## config.mk

```make
export PLATFORM = sky130hd
export DESIGN_NAME = escalating_wdt
export DESIGN_NICKNAME = d
export VERILOG_FILES = /design/src/rtl/wdt_pkg.sv /design/src/rtl/wdt_regfile.sv /design/src/rtl/wdt_prescaler.sv /design/src/rtl/wdt_sequencer.sv /design/src/rtl/wdt_pulse.sv /design/src/rtl/escalating_wdt.sv
export SDC_FILE = /design/constraint.sdc
export NUM_CORES = 1
export LEC_CHECK = 0
export BUFFER_PORTS_ARGS = -buffer_cell sky130_fd_sc_hd__buf_2
export CORE_MARGIN = 5
export CORE_UTILIZATION = 65
export DETAILED_ROUTE_END_ITERATION = 8
export PLACE_DENSITY = 0.89
export SETUP_SLACK_MARGIN = 0.15
export SLEW_MARGIN = 0
export SYNTH_ARGS = -nofsm -noshare
export SYNTH_HDL_FRONTEND = slang
export SYNTH_SLANG_ARGS = --single-unit
```

## constraint.sdc

```tcl
create_clock -name clk -period 8 [get_ports clk]
set_input_delay 0.8 -clock clk [delete_from_list [all_inputs] [get_ports clk]]
set_output_delay 0.8 -clock clk [all_outputs]
set_load 0.01 [all_outputs]
```

## src/rtl/wdt_pkg.sv

```systemverilog
package wdt_pkg;
  localparam int NUM_STAGES = 4;
  localparam int CTRL_W     = 18;
  localparam logic [31:0] UNLOCK_KEY = 32'h50D8_3AA1;

  localparam int A_CTRL   = 0;
  localparam int A_DIV    = 1;
  localparam int A_LIMIT0 = 2;
  localparam int A_KICK   = 6;
  localparam int A_KEY    = 7;
  localparam int A_STAT   = 8;
  localparam int A_CLR    = 9;
  localparam int A_IEN    = 10;

  typedef enum logic [1:0] {
    ACT_NONE     = 2'd0,
    ACT_IRQ      = 2'd1,
    ACT_CORE_RST = 2'd2,
    ACT_CHIP_RST = 2'd3
  } wdt_act_e;

  function automatic int unsigned pulse_cycles(input logic [2:0] code,
                                               input int unsigned clk_ns);
    int unsigned ns;
    int unsigned c;
    case (code)
      3'd0: ns = 100;
      3'd1: ns = 200;
      3'd2: ns = 300;
      3'd3: ns = 400;
      3'd4: ns = 500;
      3'd5: ns = 800;
      3'd6: ns = 1600;
      default: ns = 3200;
    endcase
    c = (ns + clk_ns - 1) / clk_ns;
    if (c == 0) c = 1;
    return c;
  endfunction
endpackage

```

## src/rtl/wdt_regfile.sv

```systemverilog
module wdt_regfile
  import wdt_pkg::*;
#(
  parameter int AW = 4,
  parameter int NS = NUM_STAGES,
  parameter int TW = 32,
  parameter int DW = 16
) (
  input  logic                   clk,
  input  logic                   rst_n,
  input  logic                   we,
  input  logic [AW-1:0]          addr,
  input  logic [31:0]            wdata,
  output logic [31:0]            rdata,
  input  logic                   set_irq,
  output logic [CTRL_W-1:0]      ctrl,
  output logic [DW-1:0]          div,
  output logic [NS-1:0][TW-1:0]  limits,
  output logic                   kick,
  output logic                   irq_raw,
  output logic                   irq_en
);
  logic [31:0]           key_q, key_d;
  logic [CTRL_W-1:0]     ctrl_q, ctrl_d;
  logic [DW-1:0]         div_q, div_d;
  logic [NS-1:0][TW-1:0] lim_q, lim_d;
  logic                  ien_q, ien_d;
  logic                  raw_q, raw_d;
  logic                  unlocked;
  logic                  upd_en;

  assign unlocked = (key_q == UNLOCK_KEY);
  assign upd_en   = we | set_irq;

  always_comb begin
    key_d  = key_q;
    ctrl_d = ctrl_q;
    div_d  = div_q;
    lim_d  = lim_q;
    ien_d  = ien_q;
    raw_d  = raw_q;
    kick   = 1'b0;
    if (we) begin
      if (addr == AW'(A_KEY)) key_d = wdata;
      if (addr == AW'(A_IEN)) ien_d = wdata[0];
      if (addr == AW'(A_CLR) && wdata[0]) raw_d = 1'b0;
      if (unlocked) begin
        if (addr == AW'(A_CTRL)) ctrl_d = wdata[CTRL_W-1:0];
        if (addr == AW'(A_DIV))  div_d  = wdata[DW-1:0];
        if (addr == AW'(A_KICK)) kick   = 1'b1;
        for (int s = 0; s < NS; s++) begin
          if (addr == AW'(A_LIMIT0 + s)) lim_d[s] = wdata[TW-1:0];
        end
      end
    end
    if (set_irq) raw_d = 1'b1;
  end

  always_ff @(posedge clk or negedge rst_n) begin
    if (!rst_n) begin
      key_q  <= '0;
      ctrl_q <= '0;
      div_q  <= DW'(1);
      lim_q  <= '0;
      ien_q  <= 1'b0;
      raw_q  <= 1'b0;
    end else if (upd_en) begin
      key_q  <= key_d;
      ctrl_q <= ctrl_d;
      div_q  <= div_d;
      lim_q  <= lim_d;
      ien_q  <= ien_d;
      raw_q  <= raw_d;
    end
  end

  always_comb begin
    rdata = '0;
    if (addr == AW'(A_CTRL)) rdata = 32'(ctrl_q);
    if (addr == AW'(A_DIV))  rdata = 32'(div_q);
    if (addr == AW'(A_KEY))  rdata = key_q;
    if (addr == AW'(A_STAT)) rdata = {31'b0, raw_q};
    if (addr == AW'(A_IEN))  rdata = {31'b0, ien_q};
    for (int s = 0; s < NS; s++) begin
      if (addr == AW'(A_LIMIT0 + s)) rdata = 32'(lim_q[s]);
    end
  end

  assign ctrl    = ctrl_q;
  assign div     = div_q;
  assign limits  = lim_q;
  assign irq_raw = raw_q;
  assign irq_en  = ien_q;

  assert_locked_ctrl_R2: assert property (@(posedge clk) disable iff (!rst_n)
    (!unlocked && we && addr == AW'(A_CTRL)) |=> $stable(ctrl_q));

  assert_status_set_R9: assert property (@(posedge clk) disable iff (!rst_n)
    set_irq |=> raw_q);

  assert_status_clear_R9: assert property (@(posedge clk) disable iff (!rst_n)
    (we && addr == AW'(A_CLR) && wdata[0] && !set_irq) |=> !raw_q);
endmodule

```

## src/rtl/wdt_prescaler.sv

```systemverilog
module wdt_prescaler #(
  parameter int DW = 16
) (
  input  logic          clk,
  input  logic          rst_n,
  input  logic          run,
  input  logic          kick,
  input  logic [DW-1:0] div,
  output logic          tick
);
  logic [DW-1:0] cnt_q, cnt_d;
  logic [DW-1:0] last;
  logic          cnt_en;

  always_comb begin
    last   = (div == '0) ? '0 : div - DW'(1);
    tick   = run && (cnt_q >= last);
    cnt_en = run || (cnt_q != '0);
    if (!run || kick || tick) cnt_d = '0;
    else                      cnt_d = cnt_q + DW'(1);
  end

  always_ff @(posedge clk or negedge rst_n) begin
    if (!rst_n)      cnt_q <= '0;
    else if (cnt_en) cnt_q <= cnt_d;
  end

  assert_phase_restart_R3: assert property (@(posedge clk) disable iff (!rst_n)
    (run && !kick && tick) |=> (cnt_q == '0));

  assert_phase_advance_R3: assert property (@(posedge clk) disable iff (!rst_n)
    (run && !kick && !tick) |=> (cnt_q == $past(cnt_q) + DW'(1)));
endmodule

```

## src/rtl/wdt_sequencer.sv

```systemverilog
module wdt_sequencer
  import wdt_pkg::*;
#(
  parameter int NS = NUM_STAGES,
  parameter int TW = 32
) (
  input  logic                  clk,
  input  logic                  rst_n,
  input  logic                  run,
  input  logic                  kick,
  input  logic                  tick,
  input  logic [NS-1:0][1:0]    acts,
  input  logic [NS-1:0][TW-1:0] limits,
  output logic                  fire,
  output logic [1:0]            fire_act
);
  localparam int SW = (NS > 1) ? $clog2(NS) : 1;

  logic [SW-1:0] stage_q, stage_d;
  logic [TW-1:0] count_q, count_d;
  logic          done_q, done_d;
  logic [1:0]    cur_act;
  logic [TW-1:0] cur_lim;
  logic          reach, step, advance, seq_en;

  always_comb begin
    cur_act  = acts[stage_q];
    cur_lim  = limits[stage_q];
    reach    = ({1'b0, count_q} + (TW+1)'(1)) >= {1'b0, cur_lim};
    step     = run && !kick && tick && !done_q;
    advance  = step && ((cur_act == ACT_NONE) || reach);
    fire     = advance && (cur_act != ACT_NONE);
    fire_act = cur_act;
    seq_en   = !run || kick || step;

    stage_d = stage_q;
    count_d = count_q;
    done_d  = done_q;
    if (!run || kick) begin
      stage_d = '0;
      count_d = '0;
      done_d  = 1'b0;
    end else if (advance) begin
      count_d = '0;
      if (stage_q == SW'(NS-1)) done_d = 1'b1;
      else                      stage_d = stage_q + SW'(1);
    end else if (step) begin
      count_d = count_q + TW'(1);
    end
  end

  always_ff @(posedge clk or negedge rst_n) begin
    if (!rst_n) begin
      stage_q <= '0;
      count_q <= '0;
      done_q  <= 1'b0;
    end else if (seq_en) begin
      stage_q <= stage_d;
      count_q <= count_d;
      done_q  <= done_d;
    end
  end

  assert_terminal_hold_R6: assert property (@(posedge clk) disable iff (!rst_n)
    (done_q && run && !kick) |=> (done_q && stage_q == SW'(NS-1) && $stable(count_q)));

  assert_kick_restart_R7: assert property (@(posedge clk) disable iff (!rst_n)
    kick |=> (stage_q == '0 && count_q == '0 && !done_q));

  assert_fire_on_tick_R4: assert property (@(posedge clk) disable iff (!rst_n)
    fire |-> (tick && run));

  assert_stopped_idle_R8: assert property (@(posedge clk) disable iff (!rst_n)
    !run |=> (stage_q == '0 && count_q == '0));
endmodule

```

## src/rtl/wdt_pulse.sv

```systemverilog
module wdt_pulse
  import wdt_pkg::*;
#(
  parameter int PW     = 8,
  parameter int CLK_NS = 20
) (
  input  logic       clk,
  input  logic       rst_n,
  input  logic       load,
  input  logic [2:0] code,
  output logic       active
);
  logic [PW-1:0] cnt_q, cnt_d;
  logic          cnt_en;

  always_comb begin
    cnt_en = load || (cnt_q != '0);
    if (load) cnt_d = PW'(pulse_cycles(code, CLK_NS));
    else      cnt_d = cnt_q - PW'(1);
  end

  always_ff @(posedge clk or negedge rst_n) begin
    if (!rst_n)      cnt_q <= '0;
    else if (cnt_en) cnt_q <= cnt_d;
  end

  assign active = (cnt_q != '0);

  assert_pulse_start_R11: assert property (@(posedge clk) disable iff (!rst_n)
    load |=> active);

  assert_pulse_idle_R11: assert property (@(posedge clk) disable iff (!rst_n)
    (!load && !active) |=> !active);
endmodule

```

## src/rtl/escalating_wdt.sv

```systemverilog
module escalating_wdt
  import wdt_pkg::*;
#(
  parameter int CLK_NS = 20,
  parameter int DW     = 16,
  parameter int TW     = 32
) (
  input  logic        clk,
  input  logic        rst_n,
  input  logic        reg_we,
  input  logic [3:0]  reg_addr,
  input  logic [31:0] reg_wdata,
  output logic [31:0] reg_rdata,
  output logic        irq_level_o,
  output logic        irq_pulse_o,
  output logic        irq_raw_o,
  output logic        cpu_reset_o,
  output logic        sys_reset_o
);
  localparam int NS = NUM_STAGES;
  localparam int PW = $clog2(3200 / CLK_NS + 2);

  logic [CTRL_W-1:0]     ctrl;
  logic [DW-1:0]         div;
  logic [NS-1:0][TW-1:0] limits;
  logic [NS-1:0][1:0]    acts;
  logic                  kick, irq_raw, irq_en, run, tick;
  logic                  fire, set_irq;
  logic [1:0]            fire_act;
  logic                  edge_q, edge_d;
  logic [1:0]            rst_vec;

  wdt_regfile #(.AW(4), .NS(NS), .TW(TW), .DW(DW)) u_regs (
    .clk(clk), .rst_n(rst_n), .we(reg_we), .addr(reg_addr), .wdata(reg_wdata),
    .rdata(reg_rdata), .set_irq(set_irq), .ctrl(ctrl), .div(div),
    .limits(limits), .kick(kick), .irq_raw(irq_raw), .irq_en(irq_en)
  );

  assign run = ctrl[0] | ctrl[1];

  for (genvar s = 0; s < NS; s++) begin : g_act
    assign acts[s] = ctrl[4 + 2*s +: 2];
  end

  wdt_prescaler #(.DW(DW)) u_div (
    .clk(clk), .rst_n(rst_n), .run(run), .kick(kick), .div(div), .tick(tick)
  );

  wdt_sequencer #(.NS(NS), .TW(TW)) u_seq (
    .clk(clk), .rst_n(rst_n), .run(run), .kick(kick), .tick(tick),
    .acts(acts), .limits(limits), .fire(fire), .fire_act(fire_act)
  );

  assign set_irq = fire && (fire_act == ACT_IRQ);

  for (genvar g = 0; g < 2; g++) begin : g_rst
    logic       load;
    logic [2:0] code;
    assign load = fire && (fire_act == ((g == 0) ? ACT_CORE_RST : ACT_CHIP_RST));
    assign code = (g == 0) ? ctrl[14:12] : ctrl[17:15];
    wdt_pulse #(.PW(PW), .CLK_NS(CLK_NS)) u_pulse (
      .clk(clk), .rst_n(rst_n), .load(load), .code(code), .active(rst_vec[g])
    );
  end

  always_comb edge_d = set_irq;

  always_ff @(posedge clk or negedge rst_n) begin
    if (!rst_n) edge_q <= 1'b0;
    else        edge_q <= edge_d;
  end

  assign irq_raw_o   = irq_raw;
  assign irq_level_o = irq_raw & ctrl[2] & irq_en;
  assign irq_pulse_o = edge_q & ctrl[3] & irq_en;
  assign cpu_reset_o = rst_vec[0];
  assign sys_reset_o = rst_vec[1];

  assert_pulse_follows_irq_R10: assert property (@(posedge clk) disable iff (!rst_n)
    irq_pulse_o |-> $past(set_irq));
endmodule

```

==> results of run 1 <==
## stage by stage
stage / power (mW) / instances / area [sq um]
after global routing: 2.885 / 1696 / 16570
after global placement: 1.571 / 1653 / 15710
final: 2.810 / 1697 / 16570
after floorplan: 1.489 / 1345 / 15060
after detailed placement: 1.582 / 1653 / 15710
after CTS: 2.810 / 1696 / 16570
## layer usage
layer  routed length [um]  vias up  global-route usage
met5                    0        -                   0
met4                 2322        0              0.1696
met3                 4535      210             0.06724
met2                19970      859              0.5182
met1                15470     6008              0.4188
li1                     -     5147                   -
## worst min-delay path by stage
stage,from,cells after the start,slack (ns),to
2_1_floorplan,u_seq.done_q,1,0.46,u_seq.done_q
3_3_place_gp,u_seq.done_q,1,0.48,u_seq.done_q
3_5_place_dp,u_seq.done_q,1,0.48,u_seq.done_q
4_1_cts,rst_n,1,0.32,u_div.cnt_q[5]
5_1_grt,rst_n,1,0.36,u_div.cnt_q[10]
6_report,rst_n,1,0.27,u_div.cnt_q[5]
## report_power, final
group,internal [mW],switching [mW],leakage [nW]
combinational,0.0561,0.0910,3.71
clock,0.729,0.515,0.433
sequential,1.38,0.0438,3.57
## layout by cell type (no fill, tap or decap), types with 6 or more instances in the layout
cell / n
a211oi_1: 6
a21oi_1: 43
a221oi_1: 8
a222oi_1: 16
a22o_1: 9
a22oi_1: 53
a31oi_1: 24
a32o_1: 24
and3_1: 14
buf_2: 74
buf_4: 19
clkbuf_16: 27
clkbuf_8: 6
clkinv_2: 6
dfrtp_1: 262
ha_1: 59
inv_1: 54
mux2_2: 195
mux2i_1: 19
mux4_2: 34
nand2_1: 95
nand2b_1: 14
nand3_1: 46
nand4_1: 15
nor2_1: 72
nor2b_1: 13
nor3_1: 18
nor4_1: 9
o21ai_0: 27
xnor2_1: 27
xor2_1: 31
## final cells by class
cell class,count,area (sq um),area share
inverters,54,202.7,0.01223
repair buffers,95,548.0,0.03307
diodes,1,2.502,0.0001510
clock buffers,34,762.0,0.04598
well taps,285,356.6,0.02152
clock inverters,9,98.84,0.005964
flip-flops and latches,264,6609,0.3988
multi-input cells,955,7994,0.4823
## logic make-up after synthesis
kind of cell / count (synthesis) / share of synthesized area
compound gates: 243 / 0.1172
mux: 250 / 0.2112
simple gates: 345 / 0.1176
flops: 264 / 0.4386
buf+inv: 126 / 0.03264
fa+ha+maj: 59 / 0.04900
xor+xnor: 58 / 0.03372
## sequential cells by signal (all words and copies together) (netlist names)
signal               flops
u_regs.limits          128
u_seq.count_q           32
u_seq.done_q             1
u_seq.stage_q            2
u_regs.irq_raw           1
u_regs.key_q            32
g_rst.u_pulse.cnt_q     16
u_regs.ctrl             18
edge_q                   1
u_regs.div              16
u_div.cnt_q             16
u_regs.irq_en            1
==> results.sh, run 1 <==
export IMPL_timing_hold_ws_ns=0.2680
export IMPL_grt_max_degree=170
export IMPL_cp_start_kind="register"
export IMPL_rsz0062_at_grt="false"
export IMPL_globalRouteOverflowTotal=0
export IMPL_synth_seq_area_share=0.4386
export IMPL_syn_avg_cell_area_sq_um=11.20
export IMPL_synth_area_leaders="dfrtp_1 (44%), mux2_2 (15%), mux4_2 (5.1%), ha_1 (4.9%), a22oi_1 (2.6%)"
export IMPL_cp_num_cells=17
export IMPL_via_per_inst=7.203
export IMPL_crit_start="u_regs.div[3]"
export IMPL_synth_distinct_cells=69
export IMPL_tns_ns=0
export IMPL_synthFlopType="dfrtp_1"
export IMPL_synthArstFlopShare=1.000
export IMPL_r2r_cells=17
export IMPL_grt_first_pass_wirelength_um=68410
export IMPL_die_w_um=162.2
export IMPL_fin_crit_ns=4.935
export IMPL_final_hold_viol_count=0
export IMPL_crit_path_max_fanout=16
export IMPL_cts_sinks=264
export IMPL_setup_viol=0
export IMPL_finClkSkew_ns=0.01819
export IMPL_crit_buf_inv=2
export IMPL_portBuffers=75
export IMPL_yosysWarnings=0
export IMPL_dieArea_sq_um=26320
export IMPL_cts_reportedPaths_clkPinSlew_ns=0.06
export IMPL_synthCells=1345
export IMPL_drc=0
export IMPL_firstDrtPassIters=6
export IMPL_antenna_found_initial=0
export IMPL_vias=12220
export IMPL_max_slew_margin=0.2938
export IMPL_clock_latency_ns=0.54
export IMPL_synth_most_common_cell="dfrtp_1"
export IMPL_h_tree_depth=1
export IMPL_cp_slowest_cell="or4_1"
export IMPL_synth_top_area_share=0.4369
export IMPL_cts_tree="done"
export IMPL_ir_drop_mv=0.2024
export IMPL_critPathKind="reg2reg"
export IMPL_cpLargestDelayFamily="simple AND/OR/NAND/NOR gates"
export IMPL_report_final_slew_viol_count=0
export IMPL_post_cts_repair_setup_buffers=0
export IMPL_endpoint="u_seq.count_q[3]"
export IMPL_finish_utilization=0.7298
export IMPL_yosysTopAreaCell="dfrtp_1"
export IMPL_ios=76
export IMPL_end_kind="register"
export IMPL_root_buffer="clkbuf_16"
export IMPL_r2r_end="u_seq.count_q[3]"
export IMPL_grt_pass1_vias=12580
export IMPL_synth_edf_count=0
export IMPL_critical_path_required_ns=8.42
export IMPL_preCtsSetupSlack_ns=3.212
export IMPL_routed_wirelength_um=42300
export IMPL_cellPowerDensity_nw_per_um2=169.6
export IMPL_start_util=0.6634
export IMPL_arrival_ns=5.35
export IMPL_rrSetupSlack_ns=3.07
export IMPL_wl_per_cell_um=24.93
export IMPL_syn_nets=1443
export IMPL_ys_ff_latch=264
export IMPL_drv_cap=0
export IMPL_leakagePower_nw=7.714
export IMPL_drive_gt1_frac=0.2757
export IMPL_cp_common_cell="nand2_1"
export IMPL_fillCellCount=1405
export IMPL_cts_resized=0
export IMPL_tightest_slew_ns=1.057
export IMPL_period_share=0.6168
export IMPL_max_stage_delay_ns=0.61
export IMPL_core_area_sq_um=22710
export IMPL_fin_nets=1494
export IMPL_grt_use_total=0.3237
export IMPL_run_status="complete, no violations"
export IMPL_holdBufCountCts=0
export IMPL_clockBufferDepth=3
export IMPL_area_growth_pct=10.02
export IMPL_synth_common_cells="dfrtp_1 (263), mux2_2 (195), nand2_1 (95)"
export IMPL_fin_ws_ns=3.065
export IMPL_reg2reg_from="u_regs.div[3]"
export IMPL_min_path_type="in2async"
export IMPL_fmax_mhz=202.6
export IMPL_die_y_um=162.2
export IMPL_syn_area_sq_um=15060
export IMPL_path_cells="or4_1 > nor4_2 > nand2_1 > nor3_2 > nand2_1 > or4b_1 > and2_1 > ha_1 > a21o_1 > a21o_1 > a211oi_1 > o21ai_0 > nand2_1 > buf_4 > nor2_1 > buf_4 > a32o_1"
export IMPL_cts_inserted_buffers=26
export IMPL_rows=55
export IMPL_gp_congestion=1.009
export IMPL_antenna_left=0
export IMPL_dpl_hpwl_um=27270
export IMPL_dr_first_iter_drc_count=1568
No activity file was read; power rests on OpenSTA's default activity.
==> run 2, diff against run 1 <==
Settings changed: CORE_UTILIZATION 65 to 62, PLACE_DENSITY 0.89 to 0.86.
Clock period 8 ns to 5 ns, I/O delays scaled along.
==> run 2 against run 1 <==
First-iteration DRC count up 9.4%; sequential power up 60%; clock skew up 0.0017 ns; wire length down 1.9%.
==> results.sh, run 2 (same netlist as run 1, synthesis figures left out) <==
export IMPL_critPathKind="reg2reg"
export IMPL_antenna_found_initial=0
export IMPL_critical_path_required_ns=5.41
export IMPL_globalRouteOverflowTotal=0
export IMPL_portBuffers=75
export IMPL_root_buffer="clkbuf_16"
export IMPL_ir_drop_mv=0.2839
export IMPL_cp_start_kind="register"
export IMPL_gp_congestion=0.9484
export IMPL_h_tree_depth=1
export IMPL_max_slew_margin=0.1882
export IMPL_area_growth_pct=11.28
export IMPL_tightest_slew_ns=1.218
export IMPL_endpoint="u_seq.count_q[27]"
export IMPL_grt_first_pass_wirelength_um=66590
export IMPL_core_area_sq_um=24110
export IMPL_via_per_inst=6.860
export IMPL_drv_cap=0
export IMPL_crit_start="u_regs.div[3]"
export IMPL_mostFrequentLayoutCells="dfrtp_1 (262), mux2_2 (195), nand2_1 (95)"
export IMPL_cts_sinks=264
export IMPL_grt_pass1_vias=12300
export IMPL_fmax_mhz=215.1
export IMPL_die_w_um=165.9
export IMPL_reg2reg_from="u_regs.div[3]"
export IMPL_grt_max_degree=105
export IMPL_clock_latency_ns=0.54
export IMPL_drive_gt1_frac=0.2826
export IMPL_setup_viol=0
export IMPL_wl_per_cell_um=23.69
export IMPL_grt_use_total=0.2950
export IMPL_report_final_slew_viol_count=0
export IMPL_final_common_cell="dfrtp_1"
export IMPL_arrival_ns=5.06
export IMPL_rsz0062_at_grt="false"
export IMPL_rrSetupSlack_ns=0.35
export IMPL_drc=0
export IMPL_r2r_cells=16
export IMPL_finClkSkew_ns=0.01991
export IMPL_die_y_um=165.9
export IMPL_fin_nets=1506
export IMPL_cts_tree="done"
export IMPL_totalPowerFinal_mw=4.579
export IMPL_routed_wirelength_um=41500
export IMPL_cellPowerDensity_nw_per_um2=273.1
export IMPL_dpl_hpwl_um=27540
export IMPL_leakagePower_nw=7.787
export IMPL_fin_crit_ns=4.649
export IMPL_final_hold_viol_count=0
export IMPL_end_kind="register"
export IMPL_cts_inserted_buffers=27
export IMPL_min_path_type="in2async"
export IMPL_r2r_end="u_seq.count_q[27]"
export IMPL_run_status="complete, no violations"
export IMPL_dieArea_sq_um=27510
export IMPL_antenna_left=0
export IMPL_firstDrtPassIters=6
export IMPL_vias=12020
export IMPL_crit_path_max_fanout=24
export IMPL_largest_reg_flops=128
export IMPL_dr_first_iter_drc_count=1715
export IMPL_clockBufferDepth=3
export IMPL_period_share=0.9297
export IMPL_cts_reportedPaths_clkPinSlew_ns=0.06
export IMPL_rows=57
export IMPL_tns_ns=0
export IMPL_start_util=0.6249
export IMPL_ios=76
[run 2: cell count changes in the layout (fill, tap and decap cells not counted), sizes merged]
cell and delta:
buf +11, clkinv +3, bufinv +2, clkbuf -2, clkinvlp +2, diode +1, inv -1
[run 2: what timing repair did]
action,4_1_cts,5_1_grt
setup buffers,0,2
endpoints found under the setup margin,0,38
hold buffers,0,0
gates resized for setup,0,2
[run 2: worst min path at each step]
stage                             from                         to  cells after the start
global placement        u_regs.ctrl[9]             u_regs.ctrl[9]                      1
detailed placement  u_regs.limits[116]         u_regs.limits[116]                      1
floorplan                        rst_n                     edge_q                      0
finish                           rst_n  g_rst[1].u_pulse.cnt_q[4]                      1
CTS                              rst_n          u_seq.count_q[15]                      1
global route                     rst_n  g_rst[1].u_pulse.cnt_q[4]                      1
[run 2: metal layers]
metal / vias up / global-route usage / part of all wire
li1: 5164 / - / -
met1: 5973 / 0.3885 / 0.38
met2: 731 / 0.4812 / 0.48
met3: 150 / 0.05856 / 0.097
met4: 0 / 0.1248 / 0.043
met5: - / 0 / 0
[run 2: stage by stage]
| stage | cells | hold slack [ns] | utilization | worst slack (ns) | cell area [sq um] |
|---|---|---|---|---|---|
| floorplan | 1345 | 0.2044 | - | 0.7765 | 15060 |
| global route | 1750 | 0.09203 | 0.6952 | 0.1818 | 16760 |
| detailed placement | 1701 | 0.5164 | 0.6565 | 0.2452 | 15830 |
| global placement | 1701 | 0.5069 | 0.6565 | 0.4115 | 15830 |
| finish | 1752 | 0.03523 | 0.6954 | 0.3515 | 16760 |
| CTS | 1748 | 0.05801 | 0.6937 | 0.2226 | 16720 |
[run 2: cell type report]
class                      instances  area [sq um]
sequential                       264          6609
tap                              324         405.4
fill                            1627          7342
clock inverter                    15         180.2
antenna                            2         5.005
timing repair buffer             106         643.1
inverter                          54         202.7
multi-input combinational        955          8004
clock buffer                      32         714.4
[run 2: report_power, final]
part / switching, mW / internal (mW)
clock: 0.855 / 1.22
combinational: 0.145 / 0.0895
sequential: 0.0674 / 2.20
total: 1.07 / 3.51
[run 2: worst max-delay path, cell delays in order (launching register included)]
cell and delay, ns:
dfrtp_1 0.43, or4_1 0.63, nor4_4 0.22, nand2_1 0.16, nor3_2 0.23, nand2_1 0.12, or4b_1 0.50, and2_1 0.17
ha_1 0.29, a21o_1 0.18, a21o_1 0.21, a211oi_1 0.22, o21ai_0 0.18, nand2_1 0.37, nor2_1 0.09, buf_4 0.25
a32o_1 0.28
==> run 3, diff against run 2 <==
Settings changed: CORE_ASPECT_RATIO set to 0.8, PLACE_DENSITY 0.86 to 0.85.
==> run 3 against run 2 <==
Register-to-register slack better by 0.17 ns; critical path type unchanged; clock skew down 0.0011 ns; cell count down 0.68%; clock-buffer cell count up 4; critical path depth unchanged; non-clock buffer count down 4; utilization down 0.10 points; sequential share of layout area about the same; sequential cell count unchanged; sequential power about the same; hold slack better by 0.0051 ns.
==> results.sh, run 3 (same netlist as run 1, synthesis figures left out) <==
export IMPL_end_kind="register"
export IMPL_reg2reg_from="u_regs.div[3]"
export IMPL_fmax_mhz=223.4
export IMPL_timing_hold_ws_ns=0.04033
export IMPL_fin_crit_ns=4.476
export IMPL_core_area_sq_um=24120
export IMPL_tns_ns=0
export IMPL_tightest_slew_ns=1.326
export IMPL_antenna_found_initial=3
export IMPL_setup_viol=0
export IMPL_multi_input_area_sq_um=8006
export IMPL_gp_congestion=0.9509
export IMPL_largest_reg_flops=128
export IMPL_clockBufferDepth=3
export IMPL_grt_use_total=0.2913
export IMPL_holdBufCountCts=0
export IMPL_drc=0
export IMPL_placed_cell_area_sq_um=15820
export IMPL_fillCellCount=1620
export IMPL_firstDrtPassIters=6
export IMPL_area_growth_pct=11.19
export IMPL_wl_per_cell_um=23.31
export IMPL_drive_gt1_frac=0.2801
export IMPL_routed_wirelength_um=40550
export IMPL_arrival_ns=4.94
export IMPL_comb_power_share=0.051
export IMPL_start_util=0.6245
export IMPL_rrSetupSlack_ns=0.52
export IMPL_cts_tree="done"
export IMPL_sw_frac_of_total=0.2270
export IMPL_min_path_type="in2async"
export IMPL_finClkSkew_ns=0.01884
export IMPL_dpl_hpwl_um=27360
export IMPL_leakagePower_nw=7.769
export IMPL_grt_first_pass_wirelength_um=64180
export IMPL_run_status="complete, no violations"
export IMPL_critPathKind="reg2reg"
export IMPL_cp_start_kind="register"
export IMPL_p_clk_frac=0.455
export IMPL_antenna_left=0
export IMPL_design_area_sq_um=16750
export IMPL_dieArea_sq_um=27530
export IMPL_critical_path_required_ns=5.47
export IMPL_die_y_um=149.4
export IMPL_totalPowerFinal_mw=4.581
export IMPL_ir_drop_mv=0.2703
export IMPL_fin_cells=1740
export IMPL_clock_latency_ns=0.55
export IMPL_fin_ws_ns=0.5241
export IMPL_via_per_inst=6.813
export IMPL_crit_path_max_fanout=24
export IMPL_globalRouteOverflowTotal=0
export IMPL_cts_reportedPaths_clkPinSlew_ns=0.07
export IMPL_ios=76
export IMPL_r2r_cells=16
export IMPL_regArea_sq_um=6609
export IMPL_cts_inserted_buffers=26
export IMPL_power_internal_mw=3.541
export IMPL_placedCellCount=1693
export IMPL_final_common_cell="dfrtp_1"
export IMPL_final_hold_viol_count=0
export IMPL_max_slew_margin=0.1139
export IMPL_finish_utilization=0.6944
export IMPL_seq_power_share=0.494
export IMPL_fin_nets=1501
export IMPL_portBuffers=75
export IMPL_cts_sinks=264
export IMPL_grt_max_degree=124
export IMPL_period_share=0.8952
export IMPL_report_final_slew_viol_count=0
export IMPL_root_buffer="clkbuf_16"
export IMPL_switching_power_mw=1.040
export IMPL_mostFrequentLayoutCells="dfrtp_1 (262), mux2_2 (195), nand2_1 (94)"
export IMPL_dr_first_iter_drc_count=1397
export IMPL_h_tree_depth=1
export IMPL_drv_cap=0
export IMPL_vias=11850
export IMPL_rsz0062_at_grt="false"
export IMPL_cellPowerDensity_nw_per_um2=273.5
export IMPL_preCtsSetupSlack_ns=0.4135
export IMPL_grt_pass1_vias=11710
export IMPL_die_w_um=184.3
export IMPL_r2r_end="u_seq.count_q[25]"
export IMPL_rows=51
-- run 3: power by group through the flow --
stage / registers, mW / logic (mW) / clock network, mW
6_report: 2.26 / 0.232 / 2.08
4_1_cts: 2.26 / 0.232 / 2.10
3_3_place_gp: 2.29 / 0.221 / 0
2_1_floorplan: 2.27 / 0.107 / 0
3_5_place_dp: 2.29 / 0.229 / 0
5_1_grt: 2.27 / 0.251 / 2.20
-- run 3: worst max path at each step --
stage,end,start,slack (ns)
final,u_seq.count_q[25],u_regs.div[3],0.52
after global routing,g_rst[1].u_pulse.cnt_q[1],u_regs.div[3],0.25
after CTS,u_seq.count_q[25],u_regs.div[5],0.37
after detailed placement,u_seq.count_q[25],u_regs.div[5],0.41
after global placement,u_seq.count_q[20],u_regs.div[5],0.59
after floorplan,g_rst[1].u_pulse.cnt_q[4],u_regs.div[5],0.78
-- run 3: layout make-up --
type                    instances  share of cell area
repair buffers                102             0.03683
clock buffers                  36             0.04467
flip-flops and latches        264              0.3946
clock inverters                10            0.009935
well taps                     318             0.02375
inverters                      54             0.01210
diodes                          1           0.0001494
multi-input cells             955              0.4780
-- run 3: layer usage --
layer | up-vias | GRT usage | routed length, um
met5 | - | 0 | 41
met2 | 654 | 0.4574 | 18800
met3 | 154 | 0.07047 | 4005
li1 | 5162 | - | -
met4 | 6 | 0.1157 | 1626
met1 | 5878 | 0.3951 | 16080
-- run 3: critical path, stage by stage, from the launching register on --
cell	delay, ns
dfrtp_1	0.43
or4_1	0.63
nor4_4	0.21
nand2_1	0.15
nor3_2	0.23
nand2_1	0.13
or4b_1	0.51
and2_1	0.17
ha_1	0.28
a21o_1	0.18
a21o_1	0.22
a211oi_1	0.21
o21ai_1	0.18
and2_2	0.30
nor2_1	0.14
buf_6	0.24
a32o_1	0.18
-- run 3: repair_timing --
item / in CTS / in global routing
setup buffers: 0 / 0
endpoints found under the setup margin: 0 / 39
gates resized for setup: 0 / 5
